==> src/rtl/qdec_core.sv <==
module qdec_core #(
  parameter int CW = 16,
  parameter int DW = 8
) (
  input  logic          clk,
  input  logic          rst_n,
  input  logic [1:0]    mode,
  input  logic          idx_clr_en,
  input  logic [DW-1:0] flt_div,
  input  logic [DW-1:0] tmr_div,
  input  logic [CW-1:0] max_cnt,
  input  logic          pha,
  input  logic          phb,
  input  logic          idx,
  output logic [CW-1:0] pos,
  output logic          dir,
  output logic          ovf_irq,
  output logic          unf_irq,
  output logic          seq_err
);
  localparam logic [1:0] M_OFF = 2'b00, M_X2 = 2'b01, M_X4 = 2'b10, M_TMR = 2'b11;
  localparam int NIN = 3;

  logic [NIN-1:0] sy1, sy2, filt, filt_q;
  logic [DW-1:0]  fcnt, tcnt;
  logic           ftick, ttick;

  assign ftick = (fcnt == flt_div);
  assign ttick = (tcnt == tmr_div);

  always_ff @(posedge clk) begin
    if (!rst_n) begin
      sy1 <= '0; sy2 <= '0; filt_q <= '0;
      fcnt <= '0; tcnt <= '0;
    end else begin
      sy1 <= {idx, phb, pha};
      sy2 <= sy1;
      filt_q <= filt;
      fcnt <= ftick ? '0 : fcnt + 1'b1;
      tcnt <= ttick ? '0 : tcnt + 1'b1;
    end
  end

  for (genvar i = 0; i < NIN; i++) begin : g_flt
    logic [1:0] hist;
    always_ff @(posedge clk) begin
      if (!rst_n) begin
        hist <= '0;
        filt[i] <= 1'b0;
      end else if (ftick) begin
        hist <= {hist[0], sy2[i]};
        if (hist == 2'b11 && sy2[i]) filt[i] <= 1'b1;
        else if (hist == 2'b00 && !sy2[i]) filt[i] <= 1'b0;
      end
    end
  end

  logic a_chg, b_chg, up, quad, step, err, clr, inc, dec, at_top;

  assign a_chg  = filt[0] ^ filt_q[0];
  assign b_chg  = filt[1] ^ filt_q[1];
  assign up     = filt[0] ^ filt_q[1];
  assign quad   = (mode == M_X2) || (mode == M_X4);
  assign err    = quad && a_chg && b_chg;
  assign step   = ((mode == M_X4) && (a_chg ^ b_chg)) ||
                  ((mode == M_X2) && a_chg && !b_chg);
  assign clr    = quad && idx_clr_en && filt[2] && !filt_q[2];
  assign inc    = (mode == M_TMR) ? ttick : (step && up);
  assign dec    = step && !up;
  assign at_top = (pos >= max_cnt);

  always_ff @(posedge clk) begin
    if (!rst_n) begin
      pos <= '0; dir <= 1'b0;
      ovf_irq <= 1'b0; unf_irq <= 1'b0; seq_err <= 1'b0;
    end else begin
      ovf_irq <= 1'b0;
      unf_irq <= 1'b0;
      seq_err <= err;
      if (clr) begin
        pos <= '0;
      end else begin
        if (step) dir <= up;
        if (inc) begin
          if (at_top) begin pos <= '0; ovf_irq <= 1'b1; end
          else pos <= pos + 1'b1;
        end else if (dec) begin
          if (pos == '0) begin pos <= max_cnt; unf_irq <= 1'b1; end
          else pos <= pos - 1'b1;
        end
      end
    end
  end

  AST_IRQ_EXCL: assert property (@(posedge clk) disable iff (!rst_n)
    !(ovf_irq && unf_irq));
  AST_OVF_ZERO: assert property (@(posedge clk) disable iff (!rst_n)
    ovf_irq |-> pos == '0);
  AST_UNF_RELOAD: assert property (@(posedge clk) disable iff (!rst_n)
    unf_irq |-> pos == $past(max_cnt));
  AST_ERR_NOSTEP: assert property (@(posedge clk) disable iff (!rst_n)
    seq_err |-> !ovf_irq && !unf_irq);
  AST_OVF_DIR_UP: assert property (@(posedge clk) disable iff (!rst_n)
    (ovf_irq && $past(mode) == M_X4) |-> dir);
  AST_OFF_HOLD: assert property (@(posedge clk) disable iff (!rst_n)
    ($past(mode) == M_OFF && $past(rst_n)) |-> $stable(pos));
endmodule

==> config.mk <==
export PLATFORM = sky130hd
export DESIGN_NAME = qdec_core
export DESIGN_NICKNAME = d
export VERILOG_FILES = /design/src/rtl/qdec_core.sv
export SDC_FILE = /design/constraint.sdc
export NUM_CORES = 1
export LEC_CHECK = 0
export BUFFER_PORTS_ARGS = -buffer_cell sky130_fd_sc_hd__buf_4
export CAP_MARGIN = 20
export CORE_ASPECT_RATIO = 1.1
export CORE_MARGIN = 2
export CORE_UTILIZATION = 40
export CTS_CLUSTER_SIZE = 40
export DETAILED_ROUTE_END_ITERATION = 10
export HOLD_SLACK_MARGIN = 0.02
export SETUP_SLACK_MARGIN = 0.3
export SKIP_CTS_REPAIR_TIMING = 1
export SYNTH_ARGS = -nofsm -noshare
export SYNTH_HDL_FRONTEND = slang
export SYNTH_SLANG_ARGS = --single-unit
==> constraint.sdc <==
create_clock -name clk -period 7.34 [get_ports clk]
set_clock_uncertainty 0.15 [all_clocks]
set_input_delay 1.468 -clock clk [delete_from_list [all_inputs] [get_ports clk]]
set_output_delay 1.468 -clock clk [all_outputs]
set_load 0.03 [all_outputs]
# == After elaboration in Yosys (flattened, before gate mapping) ==
# Cells that the tools add are included.
# totals
regBits,54
latchBits,0
ram_bits,0
rom_bits,0
inputBits,40
out_inout_bits,20
n_memories,0
# op_classes
addsub,4
n_mul,0
div,0
order_cmp,1
eq_ne,8
shifts,0
muxes,13
bitwise,8
reduce_logical,41
# ops
op,count
$mux 16,4
$add 16x1->16 const B,1
$add 8x1->8 const B,2
$eq 8x8->1,2
$ge 16x16->1,1
$logic_and 1x1->1,16
$logic_not 16->1,1
$sub 16x1->16 const B,1
$eq 2x2->1 const B,5
$mux 1,9
$reduce_and 2->1,4
$reduce_bool 2->1,4
$logic_not 1->1,6
$logic_not 2->1,3
$reduce_or 2->1,3
$not 1->1,4
$reduce_or 4->1,1
$xor 1x1->1,4
$reduce_or 3->1,1
$eq 2x1->1 const B,1
$logic_or 1x1->1,2

# == Logic depth before layout (Yosys ltp) ==
# Gate-level depths: netlist of run 1.
# depth
depth_word,8
mapped_depth,9
depth_no_buf,8

# == Least setup slack after synthesis of run 1 ==
# No wires, ideal clock.
# synth_path
path_type,input to register
from,in max_cnt[0]
to,reg pos[11]
setup_ns,0.079
arrival_time_ns,3.227
required_ns,7.111
path_slack_ns,3.884
stages,8
n_path_buf,1
cell_sequence,ha_1 > nand2b_1 > a2111oi_1 > nor4_2 > nor3_2 > buf_4 > nand4_1 > a22oi_1
# synth_between
elab_chain_cells,3
# synth_rtl
item,line,rtl
"start, declared",11,"input logic [CW-1:0] max_cnt,"
$ge 16x16->1,70,assign at_top = (pos >= max_cnt);
$mux 16,85,if (at_top) begin pos <= '0; ovf_irq <= 1'b1; end
$mux 16,84,if (inc) begin
"end signal, assigned",86,else pos <= pos + 1'b1;
"end signal, assigned",89,else pos <= pos - 1'b1;
"end, declared",15,"output logic [CW-1:0] pos,"
# Every way passes these cells.
# A chain may end at the register's enable or synchronous reset.

# == Worst setup path in the final report of run 1 ==
# layout_path
from,in max_cnt[0]
to,reg pos[1]
# Same word-level chain as after synthesis.

==> impl_metrics.ini, run 1 <==
[yosys]
synth_edf_count = 0
ys_ff_latch = 54
postSynthAreaPerCell_um2 = 8.27
syn_inst = 469
synthesis.nets = 533
synth_flop_cell = dfxtp_1
synth.yosys.seq_area_share = 0.279
syn-cell-area_mm2 = 0.00388
synth_cell_types = 65
synth_warnings = 0
synthArstFlopShare = 0

[global_routing]
overflow = 0
grt_pass1_wl_um = 16200
grt_max_degree = 26
grt_antenna_before_repair = 0
grt_use_total = 0.187
grt_pass1_vias = 3354

[die]
start_util = 0.413
die_area_mm2 = 0.0105
core_mm2 = 0.00940
die_y_um = 107
rows = 37
io_pins = 60
die_w_um = 97.9

[routing]
drt_wl_total_um = 9810
dr.pass1.iters = 5
drt_iter0_markers = 190
drc_errors = 0
antenna_left = 0
vias = 3572
post_drt_wl_per_cell_um = 15.7
via_per_inst = 5.71

[worst_setup_path]
crit_slowest_cell = nor3_2
cp-start-kind = input port
required_ps = 7410
crit_path_cell_trace = buf_4 -> ha_1 -> nand2b_1 -> a2111oi_1 -> nor4_2 -> nor3_2 -> buf_6 -> nand3_1 -> a221oi_1
end_kind = register
critPathBufInv = 2
path_delay_family = simple AND/OR/NAND/NOR gates
worstPathMaxFanout = 10
crit_arrival_ps = 3900
crit_type = input port to register
slowest_delay_ps = 590

[outcome]
status = finished, final reports clean

[pwr]
powerDensity_mw_per_mm2 = 151
ir_worst_vdd_mv = 0.0935
power_uw = 654
power.leakage_nw = 1.75

[sta]
worstMarginPinSlew_ps = 1040
post-route-period-util = 0.522
rsz0062_at_grt = false
whs_ps = 293
min_period_ps = 3830
final-hold-violation-count = 0
slew_headroom = 0.309
max_freq_mhz = 261
final-setup-viol-count = 0
drv_slew = 0
fin_tns_setup_ps = 0

[cts]
cts.clk_slew.worst_paths_ps = 110
root_buffer = clkbuf_8
clock_latency_ps = 310
clock_sinks = 54
numCtsBuffers = 5
htreeDepth = 2
clockBufferDepth = 2
cts_tree = yes

[layout]
final_common_cell = buf_4
drive_gt1_frac = 0.169
n_antenna_cell = 0
seqCellArea_mm2 = 0.00108
fin_nets = 572
multiInputGateArea_mm2 = 0.00246
fillers = 968
layout_common_cells = buf_4, dfxtp_1, nor2_1
area_growth_syn_to_layout_pct = 12.1

[placement]
dp_hpwl_um = 7180
io_buffers = 59
gp_congestion = 0.876

[hold_path]
hold_path.class = register to register

[job]
cap_violations = 0
-- cells by family (layout without fill, tap and decap cells) --
family / after synthesis / count (layout) / synth area share
adders and majority gates: 24 / 24 / 0.0774
buffers and inverters: 58 / 98 / 0.0881
AOI/OAI and AO/OA: 91 / 91 / 0.153
muxes: 11 / 11 / 0.0287
and+or+nand+nor: 188 / 188 / 0.277
xor gates and xnor gates: 43 / 43 / 0.0971
DFF: 54 / 54 / 0.279
-- registers in the layout (all words and copies together), names as in the netlist --
| name | flops |
|---|---|
| sy1 | 3 |
| tcnt | 8 |
| seq_err | 1 |
| g_flt.hist | 6 |
| ovf_irq | 1 |
| sy2 | 3 |
| dir | 1 |
| fcnt | 8 |
| pos | 16 |
| filt_q | 3 |
| unf_irq | 1 |
| filt | 3 |
-- metrics by stage --
stage / worst slack, ps / cells / utilization / cell area (um2)
5_1_grt: 3340 / 626 / 0.463 / 4350
2_1_floorplan: 3880 / 469 / - / 3880
3_5_place_dp: 3200 / 618 / 0.453 / 4250
3_3_place_gp: 3050 / 617 / 0.451 / 4240
6_report: 3510 / 626 / 0.463 / 4350
4_1_cts: 3530 / 626 / 0.463 / 4350
-- power breakdown --
group | internal [mW] | total, mW | switching [mW] | leakage (nW)
Sequential | 0.300 | 0.313 | 0.0133 | 0.438
Combinational | 0.0705 | 0.162 | 0.0916 | 1.26
Clock | 0.0693 | 0.179 | 0.110 | 0.0447
-- final cells by class --
type                    count  share of cell area
multi-input cells         357               0.565
well taps                 117              0.0337
clock buffers               5              0.0158
clock inverters             3             0.00576
repair buffers             61               0.106
flip-flops and latches     54               0.249
inverters                  29              0.0250
-- synthesized netlist by cell type (3+ instances only) --
cell	number	share of area
a211o_1	3	0.0068
a211oi_1	5	0.0097
a21oi_1	26	0.034
a221oi_1	4	0.0090
a31oi_1	6	0.0097
and2_1	14	0.023
and3_1	7	0.011
and4b_1	4	0.010
buf_2	9	0.012
buf_4	3	0.0058
buf_6	6	0.017
clkbuf_1	6	0.0058
clkbuf_8	4	0.014
dfxtp_1	54	0.28
ha_1	24	0.077
inv_1	28	0.027
mux2i_1	10	0.026
nand2_1	26	0.025
nand3_1	22	0.028
nand4_1	18	0.029
nor2_1	49	0.047
nor3_1	10	0.013
nor4_1	8	0.013
nor4_4	3	0.016
nor4b_1	4	0.0090
o211ai_1	5	0.0097
o21ai_0	14	0.018
o21ai_1	4	0.0052
o22ai_1	4	0.0065
o41ai_1	3	0.0068
or2_2	3	0.0048
or3_1	3	0.0048
xnor2_1	31	0.070
xor2_1	12	0.027
-- worst register-to-register path, cell delays in order, from the launching register on --
cell and delay [ps]:
dfxtp_1 470, inv_1 170, ha_1 290, nand2b_1 150, a2111oi_1 510, nor4_2 140
nor3_2 590, buf_6 240, nand3_1 90, a221oi_1 320
-- path summary, 6_finish.rpt --
path                  startpoint                   to  slack, ps  depth (start not counted)
max                   max_cnt[0]  pos[1]$_SDFFE_PP0P_       3510                          9
max reg2reg  pos[0]$_SDFFE_PP0P_  pos[1]$_SDFFE_PP0P_       4120                          9
min reg2reg    sy1[1]$_SDFF_PN0_    sy2[1]$_SDFF_PN0_        290                          1
min            sy1[1]$_SDFF_PN0_    sy2[1]$_SDFF_PN0_        290                          1
-- per-layer routing --
| metal | vias up | GRT usage | share of wire |
|---|---|---|---|
| li1 | 1776 | - | - |
| met1 | 1664 | 0.226 | 0.42 |
| met2 | 118 | 0.331 | 0.50 |
| met3 | 14 | 0.0364 | 0.061 |
| met4 | 0 | 0.0635 | 0.017 |
| met5 | - | 0 | 0 |
No activity file was read; power rests on OpenSTA's default activity.
==> run 2, diff against run 1 <==
Settings changed: ABC_AREA set to 1.
Clock period 7.34 ns to 3.3 ns, I/O delays scaled along.
==> run 2 against run 1 <==
Worst hold slack worse by 24 ps. Cell count is 30% higher. First-iteration DRC count is 44% lower. Register-to-register slack worse by 3200 ps. Area after synthesis is 4.5% higher. Sequential cell count stayed put. Clock power is 140% higher. Final area is 6.2% higher. Non-clock buffer count stayed put. Count of clock-buffer cells in the layout is 1 higher.
==> impl_metrics.ini, run 2 <==
[placement]
gp_congestion = 0.913
dp_hpwl_um = 7520
io_buffers = 59
placed_area_mm2 = 0.00451

[cts]
clock_sinks = 54
root_buffer = clkbuf_8
htreeDepth = 2
cts_tree = yes
numCtsBuffers = 5
clockBufferDepth = 2
cts.clk_slew.worst_paths_ps = 90
clock_latency_ps = 300

[worst_setup_path]
r2r-start = pos[9]$_SDFFE_PP0P_
slowest_delay_ps = 630
crit_arrival_ps = 2460
crit_start = pos[9]$_SDFFE_PP0P_
crit_type = register to register
required_ps = 3390
r2r-end = pos[0]$_SDFFE_PP0P_
regToRegSetupSlack_ps = 930
ff2ff_path_depth = 12
worstPathMaxFanout = 12
crit_top_cell = nand2_1
crit_path_cell_trace = ha_1 -> nand2_1 -> nand2_1 -> nand2_1 -> nand2_1 -> nand2_1 -> nand3_1 -> a21oi_4 -> nand2_1 -> nor2_1 -> nor2_1 -> nor2_1
crit_cells = 12
path_delay_family = simple AND/OR/NAND/NOR gates
critPathBufInv = 0
end_kind = register
cp-start-kind = register
critPathCapture = pos[0]$_SDFFE_PP0P_
crit_slowest_cell = dfxtp_1

[pwr]
p_int_uw = 958
sequentialPowerShare = 0.536
power.leakage_nw = 2.44
power_mw = 1.25
p_sw_uw = 293
ir_worst_vdd_mv = 0.203
powerDensity_mw_per_mm2 = 271
swShare = 0.234
clockPowerShare = 0.349
p_comb_frac = 0.115

[layout]
reg.largest.list = pos x16, fcnt x8, tcnt x8
n_antenna_cell = 0
top_register = pos
area_growth_syn_to_layout_pct = 14.0
fin_nets = 758
fin_area_mm2 = 0.00462
final_common_cell = nand2_1
finish.utilization = 0.467
drive_gt1_frac = 0.137
layout_common_cells = nand2_1, nor2_1, inv_1
largest_reg_flops = 16

[sta]
worstMarginPinSlew_ps = 616
max_freq_mhz = 422
post-route-period-util = 0.718
slew_headroom = 0.586
min_period_ps = 2370
drv_slew = 0
fin_tns_setup_ps = 0
final-hold-violation-count = 0
rsz0062_at_grt = false
final-setup-viol-count = 0

[die]
start_util = 0.410
io_pins = 60
die_area_mm2 = 0.0110
die_w_um = 100
rows = 38
die_y_um = 110
core_mm2 = 0.00989

[global_routing]
grt_pass1_vias = 3698
grt_max_degree = 29
grt_pass1_wl_um = 16200
overflow = 0
grt_antenna_before_repair = 0
grt_use_total = 0.181

[yosys]
synth_flop_cell = dfxtp_1
synth.yosys.seq_area_share = 0.267
ys_ff_latch = 54
synth_top_cell_by_area = dfxtp_1
syn-cell-area_mm2 = 0.00405
synth_edf_count = 0
syn_inst = 645
synthesis.nets = 709
ys_top_cells_by_area = dfxtp_1, nand2_1, nor2_1
synth.top_cell.area_share = 0.267
synth_cell_types = 33
synth_commonest_cells = nand2_1, nor2_1, inv_1
synth_most_common_cell = nand2_1
postSynthAreaPerCell_um2 = 6.29
synthArstFlopShare = 0
synth_warnings = 0

[routing]
vias = 3913
m1WireLength_um = 4260
route.met2.wl_um = 4850
antenna_left = 0
via_per_inst = 4.80
route.met3.wl_um = 332
drt_iter0_markers = 106
top_layer = met4
drt_wl_total_um = 9550
dr.pass1.iters = 4
post_drt_wl_per_cell_um = 11.7
drc_errors = 0

[outcome]
status = finished, final reports clean

[hold_path]
hold_path.class = register to register

[job]
cap_violations = 0
run 2: area by class of cell:
class                      count  area (um2)
multi-input combinational    483        2480
tap                          120         150
inverter                      89         337
timing repair buffer          61         458
clock buffer                   6        72.6
sequential                    54        1080
clock inverter                 2        37.5
fill                        1045        5270
run 2: per-layer routing:
| metal | vias up | track usage |
|---|---|---|
| met5 | - | 0 |
| met2 | 74 | 0.336 |
| met3 | 8 | 0.0267 |
| met4 | 0 | 0.0665 |
| li1 | 2100 | - |
| met1 | 1731 | 0.210 |
run 2: cell families after synthesis:
logic type               Yosys count  synth area share
AO/OA/AOI/OAI                     49            0.0682
XOR/XNOR                          33            0.0713
AND/OR/NAND/NOR                  377             0.399
flip-flops                        54             0.267
buffers and inverters            108             0.121
adder cells (fa/ha/maj)           24            0.0741
run 2: power groups by stage:
stage	clock network, mW	logic, mW	registers, mW
6_report	0.437	0.144	0.670
5_1_grt	0.487	0.165	0.672
4_1_cts	0.464	0.146	0.670
3_5_place_dp	0	0.146	0.685
3_3_place_gp	0	0.143	0.685
2_1_floorplan	0	0.0852	0.684
run 2: worst min path at each step:
stage	depth (start not counted)	startpoint	endpoint	slack, ps
after global routing	2	sy1[0]$_SDFF_PN0_	sy2[0]$_SDFF_PN0_	290
after detailed placement	2	sy1[2]$_SDFF_PN0_	sy2[2]$_SDFF_PN0_	250
final	2	sy1[2]$_SDFF_PN0_	sy2[2]$_SDFF_PN0_	270
after CTS	2	sy1[2]$_SDFF_PN0_	sy2[2]$_SDFF_PN0_	270
after global placement	2	sy1[2]$_SDFF_PN0_	sy2[2]$_SDFF_PN0_	240
after floorplan	2	sy1[0]$_SDFF_PN0_	sy2[0]$_SDFF_PN0_	240
run 2: worst register-to-register path, stage by stage, from the launching register on:
cell and delay, ps:
dfxtp_1 630, ha_1 340, nand2_1 60, nand2_1 40
nand2_1 50, nand2_1 50, nand2_1 60, nand3_1 170
a21oi_4 290, nand2_1 220, nor2_1 140, nor2_1 50
nor2_1 80
run 2: through the flow:
stage	instances	hold WS, ps	setup slack (ps)
2_1_floorplan	645	240	1130
3_3_place_gp	807	243	684
3_5_place_dp	807	248	652
4_1_cts	815	272	926
5_1_grt	815	290	675
6_report	815	269	929
==> run 3, diff against run 2 <==
Clock period 3.3 ns to 2.25 ns, I/O delays scaled along.
==> run 3 against run 2 <==
Worst hold slack lost 110 ps. Global-route usage rose by 1.4 points. Fmax increased by 26%. Final area rose by 12%. Non-clock buffer count rose by 30. Largest cell class unchanged. Sequential share of layout area down 1.8 points. Critical path type unchanged. Largest power group unchanged.
==> impl_metrics.ini, run 3 (synthesis gave the netlist of run 2 again) <==
[sta]
rsz0062_at_grt = true
worstMarginPinSlew_ps = 421
fin_tns_setup_ps = 0
final-setup-viol-count = 0
drv_slew = 0
slew_headroom = 0.717
final-hold-violation-count = 0
post-route-period-util = 0.838
min_period_ps = 1890
whs_ps = 162
layout_setup_ws_ps = 364
max_freq_mhz = 530

[die]
rows = 38
start_util = 0.410
io_pins = 60
die_area_mm2 = 0.0110
die_w_um = 100
core_mm2 = 0.00989
die_y_um = 110

[hold_path]
hold_path.class = input port to register
min_from = phb

[worst_setup_path]
end_kind = register
crit_arrival_ps = 1980
cp-start-kind = register
r2r-start = pos[13]$_SDFFE_PP0P_
worstPathMaxFanout = 9
crit_type = register to register
required_ps = 2340
crit_start = pos[13]$_SDFFE_PP0P_

[layout]
area_growth_syn_to_layout_pct = 28.0
reg.largest.list = pos x16, fcnt x8, tcnt x8
largest_reg_flops = 16
top_register = pos
n_antenna_cell = 0
layout_common_cells = nand2_1, buf_4, nor2_1
final_common_cell = nand2_1
fin_cells = 848
seqCellArea_mm2 = 0.00112
fin_nets = 791
multiInputGateArea_mm2 = 0.00276
drive_gt1_frac = 0.247
fillers = 1027

[routing]
drc_errors = 0
via_per_inst = 4.96
vias = 4204
post_drt_wl_per_cell_um = 13.2
antenna_left = 0
drt_wl_total_um = 11200
drt_iter0_markers = 177
dr.pass1.iters = 4

[outcome]
status = finished, final reports clean

[pwr]
ir_worst_vdd_mv = 0.288
power.leakage_nw = 2.67
powerDensity_mw_per_mm2 = 344
power_mw = 1.79

[cts]
cts_tree = yes
cts.clk_slew.worst_paths_ps = 110
clock_latency_ps = 310
root_buffer = clkbuf_8
clock_sinks = 54
numCtsBuffers = 5
htreeDepth = 2
clockBufferDepth = 2

[global_routing]
grt_pass1_vias = 3854
grt_max_degree = 29
overflow = 0
grt_pass1_wl_um = 17400
grt_antenna_before_repair = 0
grt_use_total = 0.195

[placement]
dpl.cell_count = 824
dp_hpwl_um = 8010
place_ws_ps = 10.3
gp_congestion = 0.938
io_buffers = 59

[job]
cap_violations = 0
run 3: cell types whose count changed in the layout (fill, tap and decap cells not counted), sizes merged:
cell and delta:
buf +30, bufinv -1, clkbuf -1, clkinv +1, clkinvlp -1, inv +2
nand3 +3
run 3: worst paths after layout:
path	endpoint	slack (ps)	cells after the start
worst max-delay path	pos[8]$_SDFFE_PP0P_	360	8
worst min-delay path	sy1[1]$_SDFF_PN0_	160	3
worst max register to register	pos[8]$_SDFFE_PP0P_	360	8
worst min register to register	sy2[1]$_SDFF_PN0_	270	2
run 3: per-layer routing:
metal	global-route usage	wire length [um]	up-vias
met2	0.368	5770	119
met3	0.0235	530	21
li1	-	-	2169
met5	0	0	-
met4	0.0607	221	0
met1	0.230	4670	1895
run 3: critical path, stage by stage, from the launching register on:
cell,delay (ps)
dfxtp_4,400
ha_1,300
a21oi_1,150
or2_2,130
nand3_2,100
a21oi_4,180
buf_6,150
nand4_1,80
a21oi_1,160
run 3: report_power, final:
part           internal [mW]  switching, mW  total (mW)
registers              0.961         0.0126       0.973
clock network          0.227          0.352       0.579
logic                  0.113          0.121       0.234
total                   1.30          0.486        1.79
run 3: layout make-up:
type / instances / share of cell area
clock buffer: 5 / 0.0133
clock inverter: 3 / 0.00434
inverter: 89 / 0.0663
multi-input combinational: 486 / 0.533
sequential: 54 / 0.216
tap: 120 / 0.0289
timing repair buffer: 91 / 0.139
run 3: per-stage QoR:
step                 util  instance area [um2]
CTS                 0.479                 4740
global placement    0.470                 4650
finish              0.525                 5190
global route        0.525                 5190
floorplan               -                 4060
detailed placement  0.470                 4650
